$ cat config.mk
export PLATFORM = sky130hd
export DESIGN_NAME = fp_lazy_ctx
export DESIGN_NICKNAME = d
export VERILOG_FILES = /design/src/rtl/fp_lazy_pkg.sv /design/src/rtl/fp_ctx_stack.sv /design/src/rtl/fp_lazy_ctrl.sv /design/src/rtl/fp_lazy_ctx.sv
export SDC_FILE = /design/constraint.sdc
export NUM_CORES = 1
export LEC_CHECK = 0
export BUFFER_PORTS_ARGS = -buffer_cell sky130_fd_sc_hd__buf_2
export CAP_MARGIN = 25
export CORE_AREA = 3 3 165 167
export DETAILED_ROUTE_END_ITERATION = 16
export DIE_AREA = 0 0 168 170
export SYNTH_ARGS = -nofsm -noshare
export SYNTH_HDL_FRONTEND = slang
export SYNTH_SLANG_ARGS = --single-unit
$ cat constraint.sdc
create_clock -name clk_i -period 3.4 [get_ports clk_i]
set_input_delay 0.17 -clock clk_i [delete_from_list [all_inputs] [get_ports clk_i]]
set_output_delay 0.17 -clock clk_i [all_outputs]
set_load 0.02 [all_outputs]
$ cat src/rtl/fp_lazy_pkg.sv
package fp_lazy_pkg;
  typedef enum logic [1:0] {
    ST_IDLE,
    ST_SAVE_LAZY,
    ST_SAVE_EAGER,
    ST_RESTORE
  } xfer_st_e;
endpackage

$ cat src/rtl/fp_ctx_stack.sv
module fp_ctx_stack #(
  parameter int DEPTH = 4,
  parameter int AW    = 32,
  localparam int LW   = $clog2(DEPTH + 1)
) (
  input  logic          clk_i,
  input  logic          rst_ni,
  input  logic          push_i,
  input  logic          pop_i,
  input  logic          push_fp_i,
  input  logic          push_saved_i,
  input  logic          push_big_i,
  input  logic [AW-1:0] push_addr_i,
  input  logic          mark_i,
  input  logic [LW-1:0] mark_idx_i,
  output logic          top_fp_o,
  output logic          top_saved_o,
  output logic          top_big_o,
  output logic [AW-1:0] top_addr_o,
  output logic [LW-1:0] level_o
);
  logic [LW-1:0] ptr_q;
  logic [DEPTH-1:0] fp_q, saved_q, big_q;
  logic [AW-1:0] addr_q [DEPTH];

  wire full  = (ptr_q == LW'(DEPTH));
  wire empty = (ptr_q == '0);
  wire do_push = push_i && !full;
  wire do_pop  = pop_i && !empty && !push_i;

  always_ff @(posedge clk_i or negedge rst_ni) begin
    if (!rst_ni) ptr_q <= '0;
    else if (do_push) ptr_q <= ptr_q + 1'b1;
    else if (do_pop) ptr_q <= ptr_q - 1'b1;
  end

  for (genvar g = 0; g < DEPTH; g++) begin : g_ent
    always_ff @(posedge clk_i or negedge rst_ni) begin
      if (!rst_ni) begin
        fp_q[g]    <= 1'b0;
        saved_q[g] <= 1'b0;
        big_q[g]   <= 1'b0;
        addr_q[g]  <= '0;
      end else if (do_push && ptr_q == LW'(g)) begin
        fp_q[g]    <= push_fp_i;
        saved_q[g] <= push_saved_i;
        big_q[g]   <= push_big_i;
        addr_q[g]  <= push_addr_i;
      end else if (mark_i && mark_idx_i == LW'(g)) begin
        saved_q[g] <= 1'b1;
      end
    end
  end

  always_comb begin
    top_fp_o    = 1'b0;
    top_saved_o = 1'b0;
    top_big_o   = 1'b0;
    top_addr_o  = '0;
    for (int i = 0; i < DEPTH; i++) begin
      if (ptr_q == LW'(i + 1)) begin
        top_fp_o    = fp_q[i];
        top_saved_o = saved_q[i];
        top_big_o   = big_q[i];
        top_addr_o  = addr_q[i];
      end
    end
  end

  assign level_o = ptr_q;
endmodule

$ cat src/rtl/fp_lazy_ctrl.sv
module fp_lazy_ctrl
  import fp_lazy_pkg::*;
#(
  parameter int AW         = 32,
  parameter int LW         = 3,
  parameter int WORDS_BASE = 18,
  parameter int WORDS_EXT  = 34,
  localparam int WW        = $clog2(WORDS_EXT + 1)
) (
  input  logic          clk_i,
  input  logic          rst_ni,
  input  logic          exc_entry_i,
  input  logic          exc_return_i,
  input  logic          fp_op_i,
  input  logic          lazy_en_i,
  input  logic          ctx_secure_i,
  input  logic          ext_save_i,
  input  logic [AW-1:0] frame_addr_i,
  input  logic          xfer_ack_i,
  input  logic          top_fp_i,
  input  logic          top_saved_i,
  input  logic          top_big_i,
  input  logic [AW-1:0] top_addr_i,
  input  logic [LW-1:0] level_i,
  output logic          push_o,
  output logic          pop_o,
  output logic          push_fp_o,
  output logic          push_saved_o,
  output logic          push_big_o,
  output logic [AW-1:0] push_addr_o,
  output logic          mark_o,
  output logic [LW-1:0] mark_idx_o,
  output logic          save_req_o,
  output logic          restore_req_o,
  output logic [AW-1:0] xfer_addr_o,
  output logic [WW-1:0] xfer_words_o,
  output logic          fp_clear_o,
  output logic          stall_o,
  output logic          fp_active_o,
  output logic          lazy_pend_o
);
  localparam logic [WW-1:0] W_BASE = WW'(WORDS_BASE);
  localparam logic [WW-1:0] W_EXT  = WW'(WORDS_EXT);

  xfer_st_e      st_q;
  logic          fp_active_q, lazy_pend_q, clear_q, xfer_big_q, lazy_big_q;
  logic [AW-1:0] xfer_addr_q, lazy_addr_q;
  logic [LW-1:0] lazy_lvl_q;

  wire idle    = (st_q == ST_IDLE);
  wire ent     = idle && exc_entry_i;
  wire ret     = idle && exc_return_i && !exc_entry_i;
  wire fp_use  = idle && fp_op_i && !exc_entry_i && !exc_return_i;
  wire big_now = ctx_secure_i && ext_save_i;

  always_ff @(posedge clk_i or negedge rst_ni) begin
    if (!rst_ni) begin
      st_q        <= ST_IDLE;
      fp_active_q <= 1'b0;
      lazy_pend_q <= 1'b0;
      clear_q     <= 1'b0;
      xfer_big_q  <= 1'b0;
      lazy_big_q  <= 1'b0;
      xfer_addr_q <= '0;
      lazy_addr_q <= '0;
      lazy_lvl_q  <= '0;
    end else begin
      clear_q <= 1'b0;
      unique case (st_q)
        ST_IDLE: begin
          if (ent) begin
            if (fp_active_q) begin
              fp_active_q <= 1'b0;
              if (lazy_en_i) begin
                lazy_pend_q <= 1'b1;
                lazy_addr_q <= frame_addr_i;
                lazy_big_q  <= big_now;
                lazy_lvl_q  <= level_i;
              end else begin
                st_q        <= ST_SAVE_EAGER;
                xfer_addr_q <= frame_addr_i;
                xfer_big_q  <= big_now;
              end
            end
          end else if (ret) begin
            if (!top_fp_i) begin
              fp_active_q <= 1'b0;
            end else if (top_saved_i) begin
              st_q        <= ST_RESTORE;
              xfer_addr_q <= top_addr_i;
              xfer_big_q  <= top_big_i;
            end else begin
              // save never happened: context still live in registers
              lazy_pend_q <= 1'b0;
              fp_active_q <= 1'b1;
            end
          end else if (fp_use) begin
            if (lazy_pend_q) begin
              st_q        <= ST_SAVE_LAZY;
              xfer_addr_q <= lazy_addr_q;
              xfer_big_q  <= lazy_big_q;
            end else begin
              fp_active_q <= 1'b1;
            end
          end
        end
        ST_SAVE_LAZY: begin
          if (xfer_ack_i) begin
            st_q        <= ST_IDLE;
            lazy_pend_q <= 1'b0;
            fp_active_q <= 1'b1;
            clear_q     <= xfer_big_q;
          end
        end
        ST_SAVE_EAGER: begin
          if (xfer_ack_i) begin
            st_q    <= ST_IDLE;
            clear_q <= xfer_big_q;
          end
        end
        ST_RESTORE: begin
          if (xfer_ack_i) begin
            st_q        <= ST_IDLE;
            fp_active_q <= 1'b1;
          end
        end
        default: st_q <= ST_IDLE;
      endcase
    end
  end

  assign push_o       = ent;
  assign pop_o        = ret;
  assign push_fp_o    = fp_active_q;
  assign push_saved_o = fp_active_q && !lazy_en_i;
  assign push_big_o   = big_now;
  assign push_addr_o  = frame_addr_i;
  assign mark_o       = (st_q == ST_SAVE_LAZY) && xfer_ack_i;
  assign mark_idx_o   = lazy_lvl_q;

  assign save_req_o    = (st_q == ST_SAVE_LAZY) || (st_q == ST_SAVE_EAGER);
  assign restore_req_o = (st_q == ST_RESTORE);
  assign xfer_addr_o   = xfer_addr_q;
  assign xfer_words_o  = xfer_big_q ? W_EXT : W_BASE;
  assign fp_clear_o    = clear_q;
  assign stall_o       = fp_op_i && (lazy_pend_q || !idle);
  assign fp_active_o   = fp_active_q;
  assign lazy_pend_o   = lazy_pend_q;
endmodule

$ cat src/rtl/fp_lazy_ctx.sv
module fp_lazy_ctx #(
  parameter int AW         = 32,
  parameter int DEPTH      = 4,
  parameter int WORDS_BASE = 18,
  parameter int WORDS_EXT  = 34,
  localparam int WW        = $clog2(WORDS_EXT + 1)
) (
  input  logic          clk_i,
  input  logic          rst_ni,
  input  logic          exc_entry_i,
  input  logic          exc_return_i,
  input  logic          fp_op_i,
  input  logic          lazy_en_i,
  input  logic          ctx_secure_i,
  input  logic          ext_save_i,
  input  logic [AW-1:0] frame_addr_i,
  input  logic          xfer_ack_i,
  output logic          save_req_o,
  output logic          restore_req_o,
  output logic [AW-1:0] xfer_addr_o,
  output logic [WW-1:0] xfer_words_o,
  output logic          fp_clear_o,
  output logic          stall_o,
  output logic          fp_active_o,
  output logic          lazy_pend_o
);
  localparam int LW = $clog2(DEPTH + 1);

  logic          push, pop, push_fp, push_saved, push_big, mark;
  logic [AW-1:0] push_addr, top_addr;
  logic [LW-1:0] mark_idx, level;
  logic          top_fp, top_saved, top_big;

  fp_ctx_stack #(.DEPTH(DEPTH), .AW(AW)) i_stack (
    .clk_i, .rst_ni,
    .push_i(push), .pop_i(pop),
    .push_fp_i(push_fp), .push_saved_i(push_saved), .push_big_i(push_big),
    .push_addr_i(push_addr),
    .mark_i(mark), .mark_idx_i(mark_idx),
    .top_fp_o(top_fp), .top_saved_o(top_saved), .top_big_o(top_big),
    .top_addr_o(top_addr), .level_o(level)
  );

  fp_lazy_ctrl #(
    .AW(AW), .LW(LW), .WORDS_BASE(WORDS_BASE), .WORDS_EXT(WORDS_EXT)
  ) i_ctrl (
    .clk_i, .rst_ni,
    .exc_entry_i, .exc_return_i, .fp_op_i, .lazy_en_i,
    .ctx_secure_i, .ext_save_i, .frame_addr_i, .xfer_ack_i,
    .top_fp_i(top_fp), .top_saved_i(top_saved), .top_big_i(top_big),
    .top_addr_i(top_addr), .level_i(level),
    .push_o(push), .pop_o(pop), .push_fp_o(push_fp), .push_saved_o(push_saved),
    .push_big_o(push_big), .push_addr_o(push_addr),
    .mark_o(mark), .mark_idx_o(mark_idx),
    .save_req_o, .restore_req_o, .xfer_addr_o, .xfer_words_o,
    .fp_clear_o, .stall_o, .fp_active_o, .lazy_pend_o
  );
endmodule

# After elaboration in Yosys (flattened, before gate mapping)
# Cells that the tools add are included.
# Widths: inputs -> output; s select.
[word_totals] memories=0 out_inout_bits=44 reg_bits=217 romBits=0 input_bits=41 word_cells=178 mem_bits_rw=0 latch_bits=0
[op_classes] order_cmp=0 n_addsub=2 mux=71 shift=0 div=0 n_bitwise=0 eq_ne=29 reduce_logical=50 multipliers=0
[op_table] op="$mux 32" n=12
[op_table] op="$mux 1" n=44
[op_table] op="$logic_and 1x1->1" n=21
[op_table] op="$reduce_and 7->1" n=3
[op_table] op="$mux 2" n=9
[op_table] op="$reduce_bool 2->1" n=7
[op_table] op="$eq 3x2->1 const B" n=4
[op_table] op="$ne 3x3->1 const B" n=4
[op_table] op="$ne 4x3->1 const B" n=3
[op_table] op="$ne 4x4->1 const B" n=2
[op_table] op="$logic_not 1->1" n=7
[op_table] op="$eq 3x1->1 const B" n=2
[op_table] op="$logic_not 3->1" n=2
[op_table] op="$mux 3" n=2
[op_table] op="$mux 6" n=1
[op_table] op="$ne 2x1->1 const B" n=3
[op_table] op="$ne 3x1->1 const B" n=2
[op_table] op="$ne 3x2->1 const B" n=2
[op_table] op="$reduce_bool 3->1" n=2
[op_table] op="$ne 5x5->1 const B" n=1
[op_table] op="$reduce_and 5->1" n=1
[op_table] op="$eq 2x2->1 const B" n=2
[op_table] op="$ne 2x2->1 const B" n=2
[op_table] op="$pmux 1 s2" n=2
[op_table] op="other kinds (10)" n=12

# Longest topological paths before layout
[logic_depth] depth_word=10 depth_mapped=10 ltp_nobuf=7

# Hierarchy
# From an unflattened synthesis, not the netlist that was laid out.
[unflattened] hier_cells=906 area_unflattened_um2=10689.0
[by_module_without_submodules] mod="fp_ctx_stack" cells_each=506 seq_area_each_um2=3578.4 n_inst=1 area_each_um2=6467.5
[by_module_without_submodules] mod="fp_lazy_ctrl" cells_each=400 seq_area_each_um2=1851.8 n_inst=1 area_each_um2=4221.5

# Least setup slack after synthesis
# Ideal clock, no wire load.
[synth_path] kind="flip-flop to flip-flop" start="register i_stack.ptr_q[2], in the netlist i_stack.level_o[2]" end="register i_ctrl.xfer_addr_q[0], in the netlist i_ctrl.xfer_addr_o[0]" setup_time_ps=125 t_arrival_ps=2362 t_required_ps=3275 period_less_slack_ps=2487 stages_incl_launch_ff=10 n_path_buf=3 setup_slack_ps=913 cell_sequence="dfrtp_1 clkbuf_1 inv_1 ha_1 clkbuf_1 a222oi_1 a21oi_2 a211oi_4 buf_6 mux2_4"
[synth_via] elab_chain_len=9 elab_cells_between_ends=23 cone_classes="6 x eq/ne; 16 x mux; 1 x reduce/logical"
[synth_rtl] element="start, declared" line_no="fp_ctx_stack.sv:22" text="logic [LW-1:0] ptr_q;"
[synth_rtl] element="start signal, assigned" line_no="fp_ctx_stack.sv:33" text="else if (do_push) ptr_q <= ptr_q + 1'b1;"
[synth_rtl] element="start signal, assigned" line_no="fp_ctx_stack.sv:34" text="else if (do_pop) ptr_q <= ptr_q - 1'b1;"
[synth_rtl] element="$eq 3x1->1" line_no="fp_ctx_stack.sv:61" text="if (ptr_q == LW'(i + 1)) begin"
[synth_rtl] element="$mux 32 (4 in a row)" line_no="fp_ctx_stack.sv:61"
[synth_rtl] element="$mux 32" line_no="fp_lazy_ctrl.sv:88" text="end else if (top_saved_i) begin"
[synth_rtl] element="$mux 32" line_no="fp_lazy_ctrl.sv:86" text="if (!top_fp_i) begin"
[synth_rtl] element="$mux 32" line_no="fp_lazy_ctrl.sv:85" text="end else if (ret) begin"
[synth_rtl] element="$mux 32" line_no="fp_lazy_ctrl.sv:71" text="if (ent) begin"
[synth_rtl] element="end signal, assigned" line_no="fp_lazy_ctrl.sv:81" text="xfer_addr_q <= frame_addr_i;"
[synth_rtl] element="end signal, assigned" line_no="fp_lazy_ctrl.sv:90" text="xfer_addr_q <= top_addr_i;"
[synth_rtl] element="end signal, assigned" line_no="fp_lazy_ctrl.sv:100" text="xfer_addr_q <= lazy_addr_q;"
[synth_rtl] element="end, declared" line_no="fp_lazy_ctrl.sv:47" text="logic [AW-1:0] xfer_addr_q, lazy_addr_q;"
# Parallel ways exist; a longest one is shown, timed or not. The select of a mux whose other input is x is not followed.
# A chain may end at the register's enable or synchronous reset.

# Worst setup path after layout
[layout_path] start="register i_stack.ptr_q[0], in the netlist i_stack.level_o[0]" end="register i_ctrl.xfer_addr_q[21], in the netlist i_ctrl.xfer_addr_o[21]"
# Same word-level chain as after synthesis.

==> parameters.txt <==
Parameter                              Value

Global route
  Number of antenna violations at the first check in global routing ... 0
  Total global-route track usage ... 0.1826
  Via count of the first global-routing pass ... ~7400
  Wire length of the first global-routing pass ... 42010 um
  Pin count of the biggest net entering global routing ... 91
  Total gr overflow ... 0

Synthesis
  Most frequently used flop master after synthesis ... dfrtp_1
  Number of enable flip-flop cells after synthesis ... 0
  Number of distinct library cells after synthesis ... 40
  Synth Register Bits ... 217
  Count of yosys warnings during synthesis ... 0
  Largest family of logic cells by synthesized area ... multiplexers
  Fraction of post-synthesis cell area in the top cell type by area ... 0.5295
  Synth area leader ... dfrtp_1
  Average instance area after synthesis ... between 10 and 15 um2
  Adder-Cell Fraction of Synth Area ... 0.01342
  Compound-Gate Fraction of Synth Area ... 0.1269
  Cell count after synthesis ... around 860
  Post-synthesis instance area ... 10260 um2
  Parity-gate share of the synthesized area counting xor and xnor cells ... 0.0008540
  Post-synthesis simple-gate area fraction ... 0.06515
  Multiplexer area fraction after synthesis ... 0.2298
  Biggest area contributors in the synthesized netlist ... dfrtp_1, mux2_2, o21ai_0, mux2_4, nand2_1
  Part of the Yosys area used for sequential elements ... 0.5295
  Async set or reset register ratio after synthesis ... 1.000

Flow run
  Number of maximum-capacitance violations ... 0

CTS
  H-tree lvl count ... 1
  Number of CTS-inserted buffers ... 24
  TritonCTS clock tree ... built
  Clock Latency Late Sink ... roughly 520 ps
  Post-CTS resize count ... 0
  Clock-pin slew of the registers on the worst-case setup and hold paths ... approximately 60 ps
  Number of buffers on the longest clock path ... 3
  Post-CTS setup buffers ... 0
  Clock Tree Root ... clkbuf_16
  Number of sinks handled by clock tree synthesis ... 217

Setup path
  Total buffers and inverters traversed by the critical path ... 2
  Crit-path slowest cell ... a222oi_1
  Worst reg2reg startpoint ... i_stack.level_o[0]$_DFFE_PN0P_
  Crit Path Category ... reg2reg
  Data arrival time of the critical path ... around 3200 ps
  Crit-path leading delay family ... compound AO/OA/AOI/OAI gates
  Critical path cell sequence ... inv_1, ha_2, a21oi_1, a222oi_1, a211oi_2, a211oi_4, buf_4, mux2_2
  Crit end category ... flop
  Slack of the worst reg-to-reg path ... slightly above 600 ps
  Critical register-to-register path endpoint ... i_ctrl.xfer_addr_o[21]$_DFFE_PN0P_
  Crit-path max FO ... 19
  Element type at the critical path start ... flop
  Worst path max stage delay ... about 470 ps
  Cell count of the worst reg-to-reg path ... 8
  Critical path data required time ... roughly 3800 ps

Timing
  Time the worst path needs with I/O delays and setup ... between 2000 and 3000 ps
  Worst hold slack after final layout ... 53.17 ps
  Relative slew slack ... 0.4598
  Transition time of the tightest slew-check pin ... slightly above 800 ps
  Fin. Hold Viols ... 0
  Final setup violation count ... 0
  Worst setup skew after layout ... about 5.2 ps
  Max Clk Rate ... approximately 0.36 GHz
  Pins Over Slew Limit ... 0
  Sum of negative setup slack ... 0 ps
  Unrepaired setup endpoints after global routing ... false
  Period utilization ... 0.8224

Place
  Final weighted congestion of routability-driven global placement ... between 0.7 and 0.8
  Post-Place Cells ... 1246
  Buffers added on ports ... 80
  HPWL after detailed placement ... ~16000 um

Min path
  Hold wc startpoint ... ext_save_i
  Hold crit path type ... in2reg
  Worst hold stages ... 3
  Worst hold path endpoint ... i_stack.big_q[3]$_DFFE_PN0P_

Outcome
  Run status ... completed

Route
  Number of design rule violations left after detail routing ... 0
  Detailed Route WL ... about 26000 um
  Sum of met2 wire segment lengths after detailed routing ... between 10000 and 15000 um
  Count of routing violations after the opening detailed-route iteration ... between 400 and 500
  Antenna-violating nets left ... 0
  Final routed wire length divided by cell count ... 19.60 um
  Vias post-DR ... roughly 7000
  Total length of routed met3 wires ... roughly 1600 um
  Top layer in use ... met4
  Met1 layer wirelength in the final routing ... about 12000 um
  Via count normalized by instance count ... between 5 and 6
  Length of the first detailed-routing pass in iterations ... 4

Finish
  Area growth from synthesis to layout ... 19.76%
  Final #Nets ... ~1000
  Storage cell area ... roughly 5400 um2
  # diodes ... 0
  Final core utilization ... 0.4740
  Number of fill cells in the layout ... roughly 2300
  Proportion of layout cells with a drive suffix above 1 ... 0.3650
  Fin cells ... roughly 1300
  Multi-input gate area ... around 4500 um2

Power
  Worst vdd ir ... between 400 and 500 uV
  Lkg Pwr ... between 5 and 6 nW
  Part of the total power dissipated in the clock network ... 0.236
  Internal power summed over all cells ... 0.007970 W
  Fraction of power consumed by sequential logic ... 0.373
  Cell Pwr Density ... 993.4 nW/um2
  Switching power total ... 0.004233 W
  Switching share of total power ... 0.3469
  Gate power share ... 0.391

Die
  Die Area ... between 20000 and 30000 um2
  Placeable core region ... 25910 um2
  DIE WIDTH ... 168 um
  Starting density of the core ... 0.3958
  Die H ... between 150 and 200 um
  Row Count ... 59
  Number of I/O pins ... 85
-- cell usage in the layout (no fill, tap or decap), types with 4 or more instances in the layout --
cell type / Yosys / final
mux2_4: 29 / 29
mux2_2: 168 / 168
dlygate4sd3_1: 0 / 34
and3_1: 9 / 9
bufinv_16: 0 / 4
buf_2: 9 / 79
clkbuf_16: 0 / 25
ha_1: 11 / 10
a21oi_1: 25 / 25
a221oi_1: 20 / 20
and2_1: 4 / 4
a22oi_1: 32 / 32
buf_4: 5 / 29
nand2b_1: 15 / 15
inv_1: 12 / 12
o221ai_1: 14 / 14
clkbuf_8: 0 / 8
nor2_1: 14 / 13
dfrtp_1: 217 / 217
clkbuf_1: 42 / 4
conb_1: 2 / 4
o21ai_0: 93 / 92
nand2_1: 100 / 97
-- registers in the layout, indices dropped and copies added, names as in the netlist, 2 cells and up --
signal	count
i_ctrl.lazy_addr_q	32
i_stack.level_o	3
i_ctrl.mark_idx_o	3
i_ctrl.st_q	2
i_stack.big_q	4
i_stack.saved_q	4
i_ctrl.xfer_addr_o	32
i_stack.addr_q	128
i_stack.fp_q	4
-- power by group through the flow --
| stage | clock (W) | sequential (W) | combinational, W |
|---|---|---|---|
| floorplan | 0 | 0.00461 | 0.00333 |
| global placement | 0 | 0.00456 | 0.00468 |
| detailed placement | 0 | 0.00458 | 0.00478 |
| CTS | 0.00293 | 0.00455 | 0.00481 |
| global route | 0.00303 | 0.00471 | 0.00526 |
| finish | 0.00288 | 0.00455 | 0.00477 |
-- logic make-up after synthesis --
group                      Yosys count
muxes                              200
and+or+nand+nor                    153
buffers and inverters               76
adders and majority gates           11
DFF                                217
other                                2
xor gates and xnor gates             1
AOI/OAI and AO/OA                  203
-- cell type report --
class                           count  area share
Clock buffer                       37     0.06112
Clock inverter                      7     0.01100
Inverter                           12    0.003667
Multi-Input combinational cell    572      0.3675
Sequential cell                   217      0.4421
Tap cell                          335     0.03412
Timing Repair Buffer              144     0.08047
-- routing by layer --
metal | global-route usage | up-vias
li1 | - | 3332
met1 | 0.2598 | 3577
met2 | 0.2938 | 189
met3 | 0.02695 | 46
met4 | 0.04980 | 0
met5 | 0 | -
-- how the worst max path moves through the flow --
stage	endpoint	startpoint	depth (start not counted)
final	i_ctrl.xfer_addr_o[21]$_DFFE_PN0P_	i_stack.level_o[0]$_DFFE_PN0P_	8
after global routing	i_ctrl.xfer_addr_o[21]$_DFFE_PN0P_	i_stack.level_o[0]$_DFFE_PN0P_	8
after CTS	i_ctrl.xfer_addr_o[21]$_DFFE_PN0P_	i_stack.level_o[0]$_DFFE_PN0P_	8
after detailed placement	i_ctrl.xfer_addr_o[21]$_DFFE_PN0P_	i_stack.level_o[0]$_DFFE_PN0P_	8
after global placement	i_ctrl.xfer_addr_o[21]$_DFFE_PN0P_	i_stack.level_o[0]$_DFFE_PN0P_	8
after floorplan	i_ctrl.xfer_addr_o[0]$_DFFE_PN0P_	i_stack.level_o[2]$_DFFE_PN0P_	9
-- worst register-to-register path, cell delays in order, from the launching register on --
cell and delay [ps]:
dfrtp_1 390, inv_1 160, ha_2 400, a21oi_1 120, a222oi_1 470, a211oi_2 150
a211oi_4 200, buf_4 400, mux2_2 400
-- repair_timing --
item / 4_1_cts / 5_1_grt
endpoints found under the setup margin: 0 / 0
hold buffers: 34 / 0
endpoints found under the hold margin: 248 / 0
-- stage by stage --
stage,setup WS [ps],power [W],area [um2]
floorplan,913.2,0.007946,10260
global placement,677.8,0.009241,11060
detailed placement,628.2,0.009361,11060
CTS,594.5,0.01230,12280
global route,416.3,0.01300,12280
finish,603.8,0.01220,12280
-- synth_stat cells (3+ instances only) --
cell type,number
mux2_4,29
buf_6,4
buf_4,5
a31oi_1,3
ha_1,11
a221oi_1,20
mux2i_1,3
dfrtp_1,217
a21oi_1,25
and3_1,9
nor3_1,3
nor2_1,14
nand2b_1,15
mux2_2,168
clkbuf_1,42
o221ai_1,14
nand3b_1,3
nand2_1,100
buf_2,9
nand3_1,3
inv_1,12
and2_1,4
o21ai_0,93
a22oi_1,32
buf_1,4
Note: power is estimated with default switching activity, not from simulation.
